<file path="src/rtl/sram_ctl_pkg.sv">
package sram_ctl_pkg;

  typedef enum logic [2:0] {
    PH_IDLE    = 3'd0,
    PH_READ    = 3'd1,
    PH_WSETUP  = 3'd2,
    PH_WPULSE  = 3'd3,
    PH_WRECOV  = 3'd4
  } phase_t;

  // Strobe levels as they appear on the bus (active-low selects).
  typedef struct packed {
    logic ce_n;
    logic we_n;
    logic oe_n;
    logic drive;
  } strobe_t;

  // Whole clocks needed to cover a nanosecond minimum.
  function automatic int unsigned clocks_for(input int unsigned ns, input int unsigned clk_ns);
    return (ns + clk_ns - 1) / clk_ns;
  endfunction

  function automatic int unsigned max2(input int unsigned a, input int unsigned b);
    return (a > b) ? a : b;
  endfunction

  // Difference clamped at zero.
  function automatic int unsigned sub0(input int unsigned a, input int unsigned b);
    return (a > b) ? a - b : 0;
  endfunction

  function automatic int unsigned atleast1(input int unsigned v);
    return (v == 0) ? 1 : v;
  endfunction

  // Bits needed to hold the value v.
  function automatic int width_for(input int unsigned v);
    int w;
    w = $clog2(v + 1);
    return (w < 1) ? 1 : w;
  endfunction

  // Bus strobe levels for each phase.
  function automatic strobe_t strobes_of(input phase_t ph);
    strobe_t s;
    s = '{ce_n: 1'b1, we_n: 1'b1, oe_n: 1'b1, drive: 1'b0};
    case (ph)
      PH_READ:   begin s.ce_n = 1'b0; s.oe_n = 1'b0; end
      PH_WSETUP: begin s.ce_n = 1'b0; s.drive = 1'b1; end
      PH_WPULSE: begin s.ce_n = 1'b0; s.we_n = 1'b0; s.drive = 1'b1; end
      PH_WRECOV: begin s.drive = 1'b1; end
      default:   ;
    endcase
    return s;
  endfunction

endpackage

</file>
<file path="src/rtl/sram_ctl_seq.sv">
module sram_ctl_seq
  import sram_ctl_pkg::*;
#(
  parameter int unsigned SETUP_CLKS = 1,
  parameter int unsigned PULSE_CLKS = 3,
  parameter int unsigned RECOV_CLKS = 2,
  parameter int unsigned READ_CLKS  = 6,
  parameter int unsigned HIGH_CLKS  = 1,
  parameter int unsigned TURN_CLKS  = 2
) (
  input  logic    clk,
  input  logic    rst_n,
  input  logic    req_valid,
  input  logic    req_write,
  output logic    req_ready,
  output logic    load,
  output logic    capture,
  output strobe_t strobe_d
);

  localparam int unsigned CMAX = max2(max2(READ_CLKS, SETUP_CLKS), max2(PULSE_CLKS, RECOV_CLKS));
  localparam int          CW   = width_for(CMAX);
  localparam int unsigned GMAX = max2(HIGH_CLKS, TURN_CLKS);
  localparam int          GW   = width_for(GMAX);

  phase_t          ph_q, ph_d;
  logic [CW-1:0]   cnt_q, cnt_d;
  logic [GW-1:0]   gap_q;
  logic            last_rd_q;
  logic            cnt_end;
  logic            gap_ok_hi;
  logic            gap_ok_turn;

  assign cnt_end     = (cnt_q == '0);
  assign gap_ok_hi   = (gap_q >= GW'(HIGH_CLKS - 1));
  assign gap_ok_turn = (gap_q >= GW'(TURN_CLKS - 1));
  assign req_ready   = (ph_q == PH_IDLE) && gap_ok_hi &&
                       (!(last_rd_q && req_write) || gap_ok_turn);
  assign load        = req_valid && req_ready;
  assign capture     = (ph_q == PH_READ) && cnt_end;

  always_comb begin
    ph_d  = ph_q;
    cnt_d = cnt_q;
    case (ph_q)
      PH_IDLE: begin
        if (load) begin
          if (req_write) begin
            ph_d  = PH_WSETUP;
            cnt_d = CW'(SETUP_CLKS - 1);
          end else begin
            ph_d  = PH_READ;
            cnt_d = CW'(READ_CLKS - 1);
          end
        end
      end
      PH_READ: begin
        if (cnt_end) ph_d = PH_IDLE;
        else         cnt_d = cnt_q - 1'b1;
      end
      PH_WSETUP: begin
        if (cnt_end) begin
          ph_d  = PH_WPULSE;
          cnt_d = CW'(PULSE_CLKS - 1);
        end else cnt_d = cnt_q - 1'b1;
      end
      PH_WPULSE: begin
        if (cnt_end) begin
          ph_d  = PH_WRECOV;
          cnt_d = CW'(RECOV_CLKS - 1);
        end else cnt_d = cnt_q - 1'b1;
      end
      PH_WRECOV: begin
        if (cnt_end) ph_d = PH_IDLE;
        else         cnt_d = cnt_q - 1'b1;
      end
      default: begin
        ph_d  = PH_IDLE;
        cnt_d = '0;
      end
    endcase
  end

  assign strobe_d = strobes_of(ph_d);

  always_ff @(posedge clk) begin
    if (!rst_n) begin
      ph_q      <= PH_IDLE;
      cnt_q     <= '0;
      gap_q     <= '1;
      last_rd_q <= 1'b0;
    end else begin
      ph_q  <= ph_d;
      cnt_q <= cnt_d;
      if (ph_q != PH_IDLE)  gap_q <= '0;
      else if (gap_q != '1) gap_q <= gap_q + 1'b1;
      if (ph_q == PH_READ)        last_rd_q <= 1'b1;
      else if (ph_q == PH_WSETUP) last_rd_q <= 1'b0;
    end
  end

  // no request is taken while a cycle runs
  p_busy_holds_off_r9: assert property (@(posedge clk) disable iff (!rst_n)
    (ph_q != PH_IDLE) |-> !req_ready);

  // an accepted request always starts a cycle
  p_accept_starts_r9: assert property (@(posedge clk) disable iff (!rst_n)
    load |=> (ph_q != PH_IDLE));

endmodule

</file>
<file path="src/rtl/sram_ctl_pins.sv">
module sram_ctl_pins
  import sram_ctl_pkg::*;
#(
  parameter int ADDR_W = 17,
  parameter int DATA_W = 8
) (
  input  logic              clk,
  input  logic              rst_n,
  input  strobe_t           strobe_d,
  input  logic              load,
  input  logic [ADDR_W-1:0] addr_d,
  input  logic [DATA_W-1:0] data_d,
  output logic              ce_n,
  output logic              we_n,
  output logic              oe_n,
  output logic              drive,
  output logic [ADDR_W-1:0] addr_q,
  output logic [DATA_W-1:0] data_q
);

  // Strobes come straight from flops so the asynchronous bus sees no glitches.
  always_ff @(posedge clk) begin
    if (!rst_n) begin
      ce_n   <= 1'b1;
      we_n   <= 1'b1;
      oe_n   <= 1'b1;
      drive  <= 1'b0;
      addr_q <= '0;
      data_q <= '0;
    end else begin
      ce_n  <= strobe_d.ce_n;
      we_n  <= strobe_d.we_n;
      oe_n  <= strobe_d.oe_n;
      drive <= strobe_d.drive;
      if (load) begin
        addr_q <= addr_d;
        data_q <= data_d;
      end
    end
  end

  // output enable is never active during the write strobe
  p_oe_we_excl_r5: assert property (@(posedge clk) disable iff (!rst_n)
    !(!oe_n && !we_n));

  // no drive against an enabled memory output
  p_drive_no_oe_r6: assert property (@(posedge clk) disable iff (!rst_n)
    drive |-> oe_n);

  // the write strobe is low only inside a chip select
  p_we_within_ce_r4: assert property (@(posedge clk) disable iff (!rst_n)
    !we_n |-> !ce_n);

endmodule

</file>
<file path="src/rtl/sram_ctl_rdcap.sv">
module sram_ctl_rdcap #(
  parameter int DATA_W = 8
) (
  input  logic              clk,
  input  logic              rst_n,
  input  logic              capture,
  input  logic [DATA_W-1:0] dq_in,
  output logic              done,
  output logic [DATA_W-1:0] rdata
);

  always_ff @(posedge clk) begin
    if (!rst_n) begin
      done  <= 1'b0;
      rdata <= '0;
    end else begin
      done <= capture;
      if (capture) rdata <= dq_in;
    end
  end

  // done lasts one clock
  p_done_single_r3: assert property (@(posedge clk) disable iff (!rst_n)
    done |=> !done);

  // returned byte holds between reads
  p_rdata_hold_r3: assert property (@(posedge clk) disable iff (!rst_n)
    !$past(capture) |-> $stable(rdata));

endmodule

</file>
<file path="src/rtl/sram_bus_ctl.sv">
module sram_bus_ctl
  import sram_ctl_pkg::*;
#(
  parameter int          ADDR_W      = 17,
  parameter int          DATA_W      = 8,
  parameter int unsigned CLK_NS      = 8,
  parameter int unsigned T_CYCLE_NS  = 45,
  parameter int unsigned T_ACC_NS    = 45,
  parameter int unsigned T_OEACC_NS  = 20,
  parameter int unsigned T_ASU_NS    = 0,
  parameter int unsigned T_AVEND_NS  = 25,
  parameter int unsigned T_WPW_NS    = 20,
  parameter int unsigned T_DSU_NS    = 15,
  parameter int unsigned T_WREC_NS   = 12,
  parameter int unsigned T_HIGH_NS   = 2,
  parameter int unsigned T_REL_NS    = 15
) (
  input  logic              clk,
  input  logic              rst_n,
  input  logic              req_valid,
  output logic              req_ready,
  input  logic              req_write,
  input  logic [ADDR_W-1:0] req_addr,
  input  logic [DATA_W-1:0] req_wdata,
  output logic              rsp_done,
  output logic [DATA_W-1:0] rsp_rdata,
  output logic [ADDR_W-1:0] mem_addr,
  output logic              mem_ce_n,
  output logic              mem_we_n,
  output logic              mem_oe_n,
  output logic [DATA_W-1:0] mem_dq_out,
  output logic              mem_dq_oe,
  input  logic [DATA_W-1:0] mem_dq_in
);

  localparam int unsigned CYC_CLKS   = clocks_for(T_CYCLE_NS, CLK_NS);
  localparam int unsigned SETUP_CLKS = atleast1(clocks_for(T_ASU_NS, CLK_NS));
  localparam int unsigned PULSE_CLKS = atleast1(max2(
      max2(clocks_for(T_WPW_NS, CLK_NS), clocks_for(T_DSU_NS, CLK_NS)),
      sub0(clocks_for(T_AVEND_NS, CLK_NS), SETUP_CLKS)));
  localparam int unsigned RECOV_CLKS = atleast1(max2(clocks_for(T_WREC_NS, CLK_NS),
      sub0(CYC_CLKS, SETUP_CLKS + PULSE_CLKS)));
  localparam int unsigned READ_CLKS  = atleast1(max2(CYC_CLKS,
      max2(clocks_for(T_ACC_NS, CLK_NS), clocks_for(T_OEACC_NS, CLK_NS))));
  localparam int unsigned HIGH_CLKS  = atleast1(clocks_for(T_HIGH_NS, CLK_NS));
  localparam int unsigned TURN_CLKS  = atleast1(clocks_for(T_REL_NS, CLK_NS));
  localparam int          RW         = width_for(max2(HIGH_CLKS, TURN_CLKS));
  localparam int          PW         = width_for(PULSE_CLKS);

  strobe_t strobe_d;
  logic    load;
  logic    capture;

  sram_ctl_seq #(
    .SETUP_CLKS (SETUP_CLKS),
    .PULSE_CLKS (PULSE_CLKS),
    .RECOV_CLKS (RECOV_CLKS),
    .READ_CLKS  (READ_CLKS),
    .HIGH_CLKS  (HIGH_CLKS),
    .TURN_CLKS  (TURN_CLKS)
  ) u_seq (
    .clk       (clk),
    .rst_n     (rst_n),
    .req_valid (req_valid),
    .req_write (req_write),
    .req_ready (req_ready),
    .load      (load),
    .capture   (capture),
    .strobe_d  (strobe_d)
  );

  sram_ctl_pins #(
    .ADDR_W (ADDR_W),
    .DATA_W (DATA_W)
  ) u_pins (
    .clk      (clk),
    .rst_n    (rst_n),
    .strobe_d (strobe_d),
    .load     (load),
    .addr_d   (req_addr),
    .data_d   (req_wdata),
    .ce_n     (mem_ce_n),
    .we_n     (mem_we_n),
    .oe_n     (mem_oe_n),
    .drive    (mem_dq_oe),
    .addr_q   (mem_addr),
    .data_q   (mem_dq_out)
  );

  sram_ctl_rdcap #(
    .DATA_W (DATA_W)
  ) u_rdcap (
    .clk     (clk),
    .rst_n   (rst_n),
    .capture (capture),
    .dq_in   (mem_dq_in),
    .done    (rsp_done),
    .rdata   (rsp_rdata)
  );

  // Run-length counters of the bus pins, kept for the timing checks below.
  logic [RW-1:0] ce_hi_run;
  logic [RW-1:0] oe_hi_run;
  logic [PW-1:0] we_lo_run;

  always_ff @(posedge clk) begin
    if (!rst_n) begin
      ce_hi_run <= '1;
      oe_hi_run <= '1;
      we_lo_run <= '0;
    end else begin
      if (!mem_ce_n)             ce_hi_run <= '0;
      else if (ce_hi_run != '1)  ce_hi_run <= ce_hi_run + 1'b1;
      if (!mem_oe_n)             oe_hi_run <= '0;
      else if (oe_hi_run != '1)  oe_hi_run <= oe_hi_run + 1'b1;
      if (mem_we_n)              we_lo_run <= '0;
      else if (we_lo_run != '1)  we_lo_run <= we_lo_run + 1'b1;
    end
  end

  // deselect gap before each new chip select
  p_ce_gap_r7: assert property (@(posedge clk) disable iff (!rst_n)
    $fell(mem_ce_n) |-> (ce_hi_run >= RW'(HIGH_CLKS)));

  // memory output released before the controller drives
  p_turnaround_r8: assert property (@(posedge clk) disable iff (!rst_n)
    $rose(mem_dq_oe) |-> (oe_hi_run >= RW'(TURN_CLKS)));

  // full write strobe width
  p_pulse_width_r4: assert property (@(posedge clk) disable iff (!rst_n)
    $rose(mem_we_n) |-> (we_lo_run >= PW'(PULSE_CLKS)));

  // address steady while selected
  p_addr_stable_r2: assert property (@(posedge clk) disable iff (!rst_n)
    (!mem_ce_n && !$past(mem_ce_n)) |-> $stable(mem_addr));

endmodule

</file>
<file path="config.mk">
export PLATFORM = sky130hd
export DESIGN_NAME = sram_bus_ctl
export DESIGN_NICKNAME = d
export VERILOG_FILES = /design/src/rtl/sram_ctl_pkg.sv /design/src/rtl/sram_ctl_seq.sv /design/src/rtl/sram_ctl_pins.sv /design/src/rtl/sram_ctl_rdcap.sv /design/src/rtl/sram_bus_ctl.sv
export SDC_FILE = /design/constraint.sdc
export NUM_CORES = 1
export LEC_CHECK = 0
export ABC_AREA = 1
export BUFFER_PORTS_ARGS = -buffer_cell sky130_fd_sc_hd__buf_2
export CAP_MARGIN = 20
export CORE_MARGIN = 1.5
export CORE_UTILIZATION = 44
export CTS_CLUSTER_SIZE = 12
export DETAILED_ROUTE_END_ITERATION = 16
export PLACE_DENSITY = 0.75
export SLEW_MARGIN = 20
export SYNTH_ARGS = -nofsm -noshare
export SYNTH_HDL_FRONTEND = slang
export SYNTH_SLANG_ARGS = --single-unit
</file>
<file path="constraint.sdc">
create_clock -name clk -period 1.35 [get_ports clk]
set_input_delay 0.27 -clock clk [delete_from_list [all_inputs] [get_ports clk]]
set_output_delay 0.27 -clock clk [all_outputs]
set_load 0.01 [all_outputs]
</file>
==> results_dict.tcl <==
set metrics [dict create \
    cts.sinks 47 \
    path_cells "inv_2 -> ha_4 -> nand3_2 -> inv_2 -> nor2_4 -> buf_6 -> buf_6 -> a31oi_2 -> nor2_2 -> nand2_1" \
    min_path_type "in -> reg" \
    io_pins 76 \
    crit_buf_inv 4 \
    arrival_ps 1660 \
    yosysTopAreaCellShare_pct 44.39 \
    cts_tree "yes" \
    relSlewSlack_pct 83.79 \
    netlist_instances 251 \
    routed_wl_um 4973 \
    dieHeight_um 72.41 \
    ctsLongestPathBuffers 2 \
    final_layout_size_suffix_gt1_share_pct 49.56 \
    ant_nets 0 \
    drv_cap 0 \
    rsz0062_at_grt "yes" \
    grt_pass1_wl_um 8017 \
    setup_viol 34 \
    io_buffers 75 \
    yosysUniqueCellTypes 26 \
    fp-row-count 25 \
    cp_slowest_stage_delay_ps 340 \
    p_total_mw 5.707 \
    antenna_found_initial 0 \
    hold_buffers 0 \
    avgSynthCellArea_um2 8.444 \
    track_usage_pct 19.49 \
    period_share_pct 109.6 \
    cts-root-buf "clkbuf_8" \
    synth_seq_area_share_pct 44.39 \
    wl_per_cell_um 12.53 \
    skew_ps 5.652 \
    synth_nets 292 \
    grt_max_degree 34 \
    critPathMaxFanout 5 \
    cp-start-kind "register" \
    synth_top_flop_cell "dfxtp_1" \
    synth_edf_count 0 \
    timing.fmax_mhz 675.8 \
    clk_latency_ps 300 \
    crit_cells 10 \
    dp_hpwl_um 3424 \
    setup_ws_ps -129.8 \
    synth_area_um2 2120 \
    grt_pass1_vias 1845 \
    ys_async_sr_fraction_pct 0 \
    antennaDiodeCount 0 \
    synth.largest_area_cell "dfxtp_1" \
    globalplace.congestion 0.8327 \
    start_util_pct 45.17 \
    rr_endpoint "u_pins.we_n$_SDFF_PN1_" \
    path_clk_slew_ps 80 \
    min_period_ps 1480 \
    cts_made_buffers 5 \
    fp.dieW_um 72.41 \
    crit_start "u_seq.gap_q[1]$_SDFFE_PN1P_" \
    crit_family "simple AND/OR/NAND/NOR gates" \
    slowest_stage "dfxtp_2" \
    ys_top_cells_by_area "dfxtp_1, nand2_1, nand3_2, a21oi_2, nor2_1" \
    r2r_slack_ps -130 \
    vias_per_cell 4.882 \
    core-area_um2 4692 \
    dr.pass1.iters 4 \
    violations "setup timing" \
    cp-endpoint "u_pins.we_n$_SDFF_PN1_" \
    powerDensity_nw_per_um2 2002 \
    drc_errors 0 \
    status "finished, violations left" \
    num_vias 1938 \
    hold_viol_final 0 \
    crit-reg2reg-launch "u_seq.gap_q[1]$_SDFFE_PN1P_" \
    required_ps 1540 \
    reg2reg_depth 10 \
    die_area_um2 5242 \
    tightest_slew_ps 242.4 \
    cp-end-kind "register" \
    final_core_util_pct 60.75 \
    fin_nets 385 \
    yosys_warnings 0 \
    syn_to_final_growth_pct 34.47 \
    drt_iter0_markers 131 \
    ir_worst_vdd_uv 864.1 \
    overflow 0 \
    critPathKind "reg -> reg" \
    pre_cts_ws_ps -112.2 \
    slew_viol_final 0 \
    ys_ff_latch 47 \
    p_leak_nw 1.322 \
    h-tree-depth 2 \
]
## cells in the mapped netlist, types with 3 or more instances
cell     instances
a21oi_1         12
a21oi_2         19
buf_1            3
buf_4            3
dfxtp_1         47
ha_1             4
inv_1           14
inv_2            3
nand2_1         51
nand2_2          3
nand3_1         16
nand3_2         19
nor2_1          24
o21ai_0         13
o21ai_1          4
## what timing repair did
item / CTS / global route
endpoints found under the setup margin: 39 / 44
pin swaps: 2 / 7
setup buffers: 3 / 1
gates resized for setup: 14 / 23
## final cells by class
type | count | area (µm²)
well taps | 54 | 67.56
flip-flops and latches | 47 | 944.7
inverters | 18 | 68.82
multi-input cells | 174 | 1082
fillers | 412 | 1842
repair buffers | 98 | 614.3
clock buffers | 6 | 72.57
## tightest hold or removal path, delay by kind of cell
| kind | cells | cell delay [ps] |
|---|---|---|
| buffers and inverters | 1 | 70 |
| and+or+nand+nor | 2 | 110 |
## stage by stage
stage	area [µm²]	TNS [ps]	std cells	hold slack (ps)
after floorplan	2121	0	251	404.9
after global placement	2620	-140.0	387	444.8
after detailed placement	2620	-1988	387	449.4
after CTS	2763	-1463	396	188.3
after global routing	2850	-4320	397	200.8
final	2850	-1836	397	193.1
## where the power goes
part | total, mW | leakage (nW) | switching (mW) | internal (mW)
Combinational | 2.97 | 0.900 | 1.66 | 1.31
Clock | 0.781 | 0.0371 | 0.435 | 0.346
Sequential | 1.96 | 0.386 | 0.203 | 1.75
## metal layers
metal / vias up / wire (µm) / part of all wire (%) / global-route usage [%]
met5: - / 0 / 0 / 0
met3: 7 / 223 / 4.5 / 4.167
met4: 0 / 50 / 1.0 / 9.644
met2: 52 / 2527 / 51 / 31.58
met1: 874 / 2172 / 44 / 24.59
li1: 1005 / - / - / -
## cell families after synthesis
group,after synthesis,synth area share [%]
buffers and inverters,30,7.851
and+or+nand+nor,117,28.57
DFF,47,44.39
adders and majority gates,4,2.361
AOI/OAI and AO/OA,51,16.00
xor gates and xnor gates,2,0.8266
## registers in the layout, indices dropped and copies added (netlist names)
name and cells:
u_pins.addr_q 17, u_pins.ce_n 1, u_pins.data_q 8, u_pins.drive 1, u_pins.oe_n 1, u_pins.we_n 1, u_rdcap.done 1, u_rdcap.rdata 8
u_seq.cnt_q 3, u_seq.gap_q 2, u_seq.last_rd_q 1, u_seq.ph_q 3
## cell usage in the layout (no fill, tap or decap), drive strengths merged
master	count
inv	17
a21oi	31
nand3	35
buf	98
ha	4
nor2	28
nand2	54
o21ai	17
clkbuf	6
o211ai	1
a31oi	1
xor2	2
o21bai	1
dfxtp	47
clkinv	1
## worst min path at each step
stage	from	endpoint	slack, ps	depth (start not counted)
5_1_grt	mem_dq_in[2]	u_rdcap.rdata[2]$_SDFFE_PN0P_	200	3
4_1_cts	mem_dq_in[6]	u_rdcap.rdata[6]$_SDFFE_PN0P_	190	3
3_3_place_gp	u_pins.addr_q[9]$_SDFFE_PN0P_	u_pins.addr_q[9]$_SDFFE_PN0P_	440	2
2_1_floorplan	mem_dq_in[0]	u_rdcap.rdata[0]$_SDFFE_PN0P_	400	2
6_report	mem_dq_in[6]	u_rdcap.rdata[6]$_SDFFE_PN0P_	190	3
3_5_place_dp	u_pins.addr_q[11]$_SDFFE_PN0P_	u_pins.addr_q[11]$_SDFFE_PN0P_	450	2
Power figures use the tool's default switching activity.
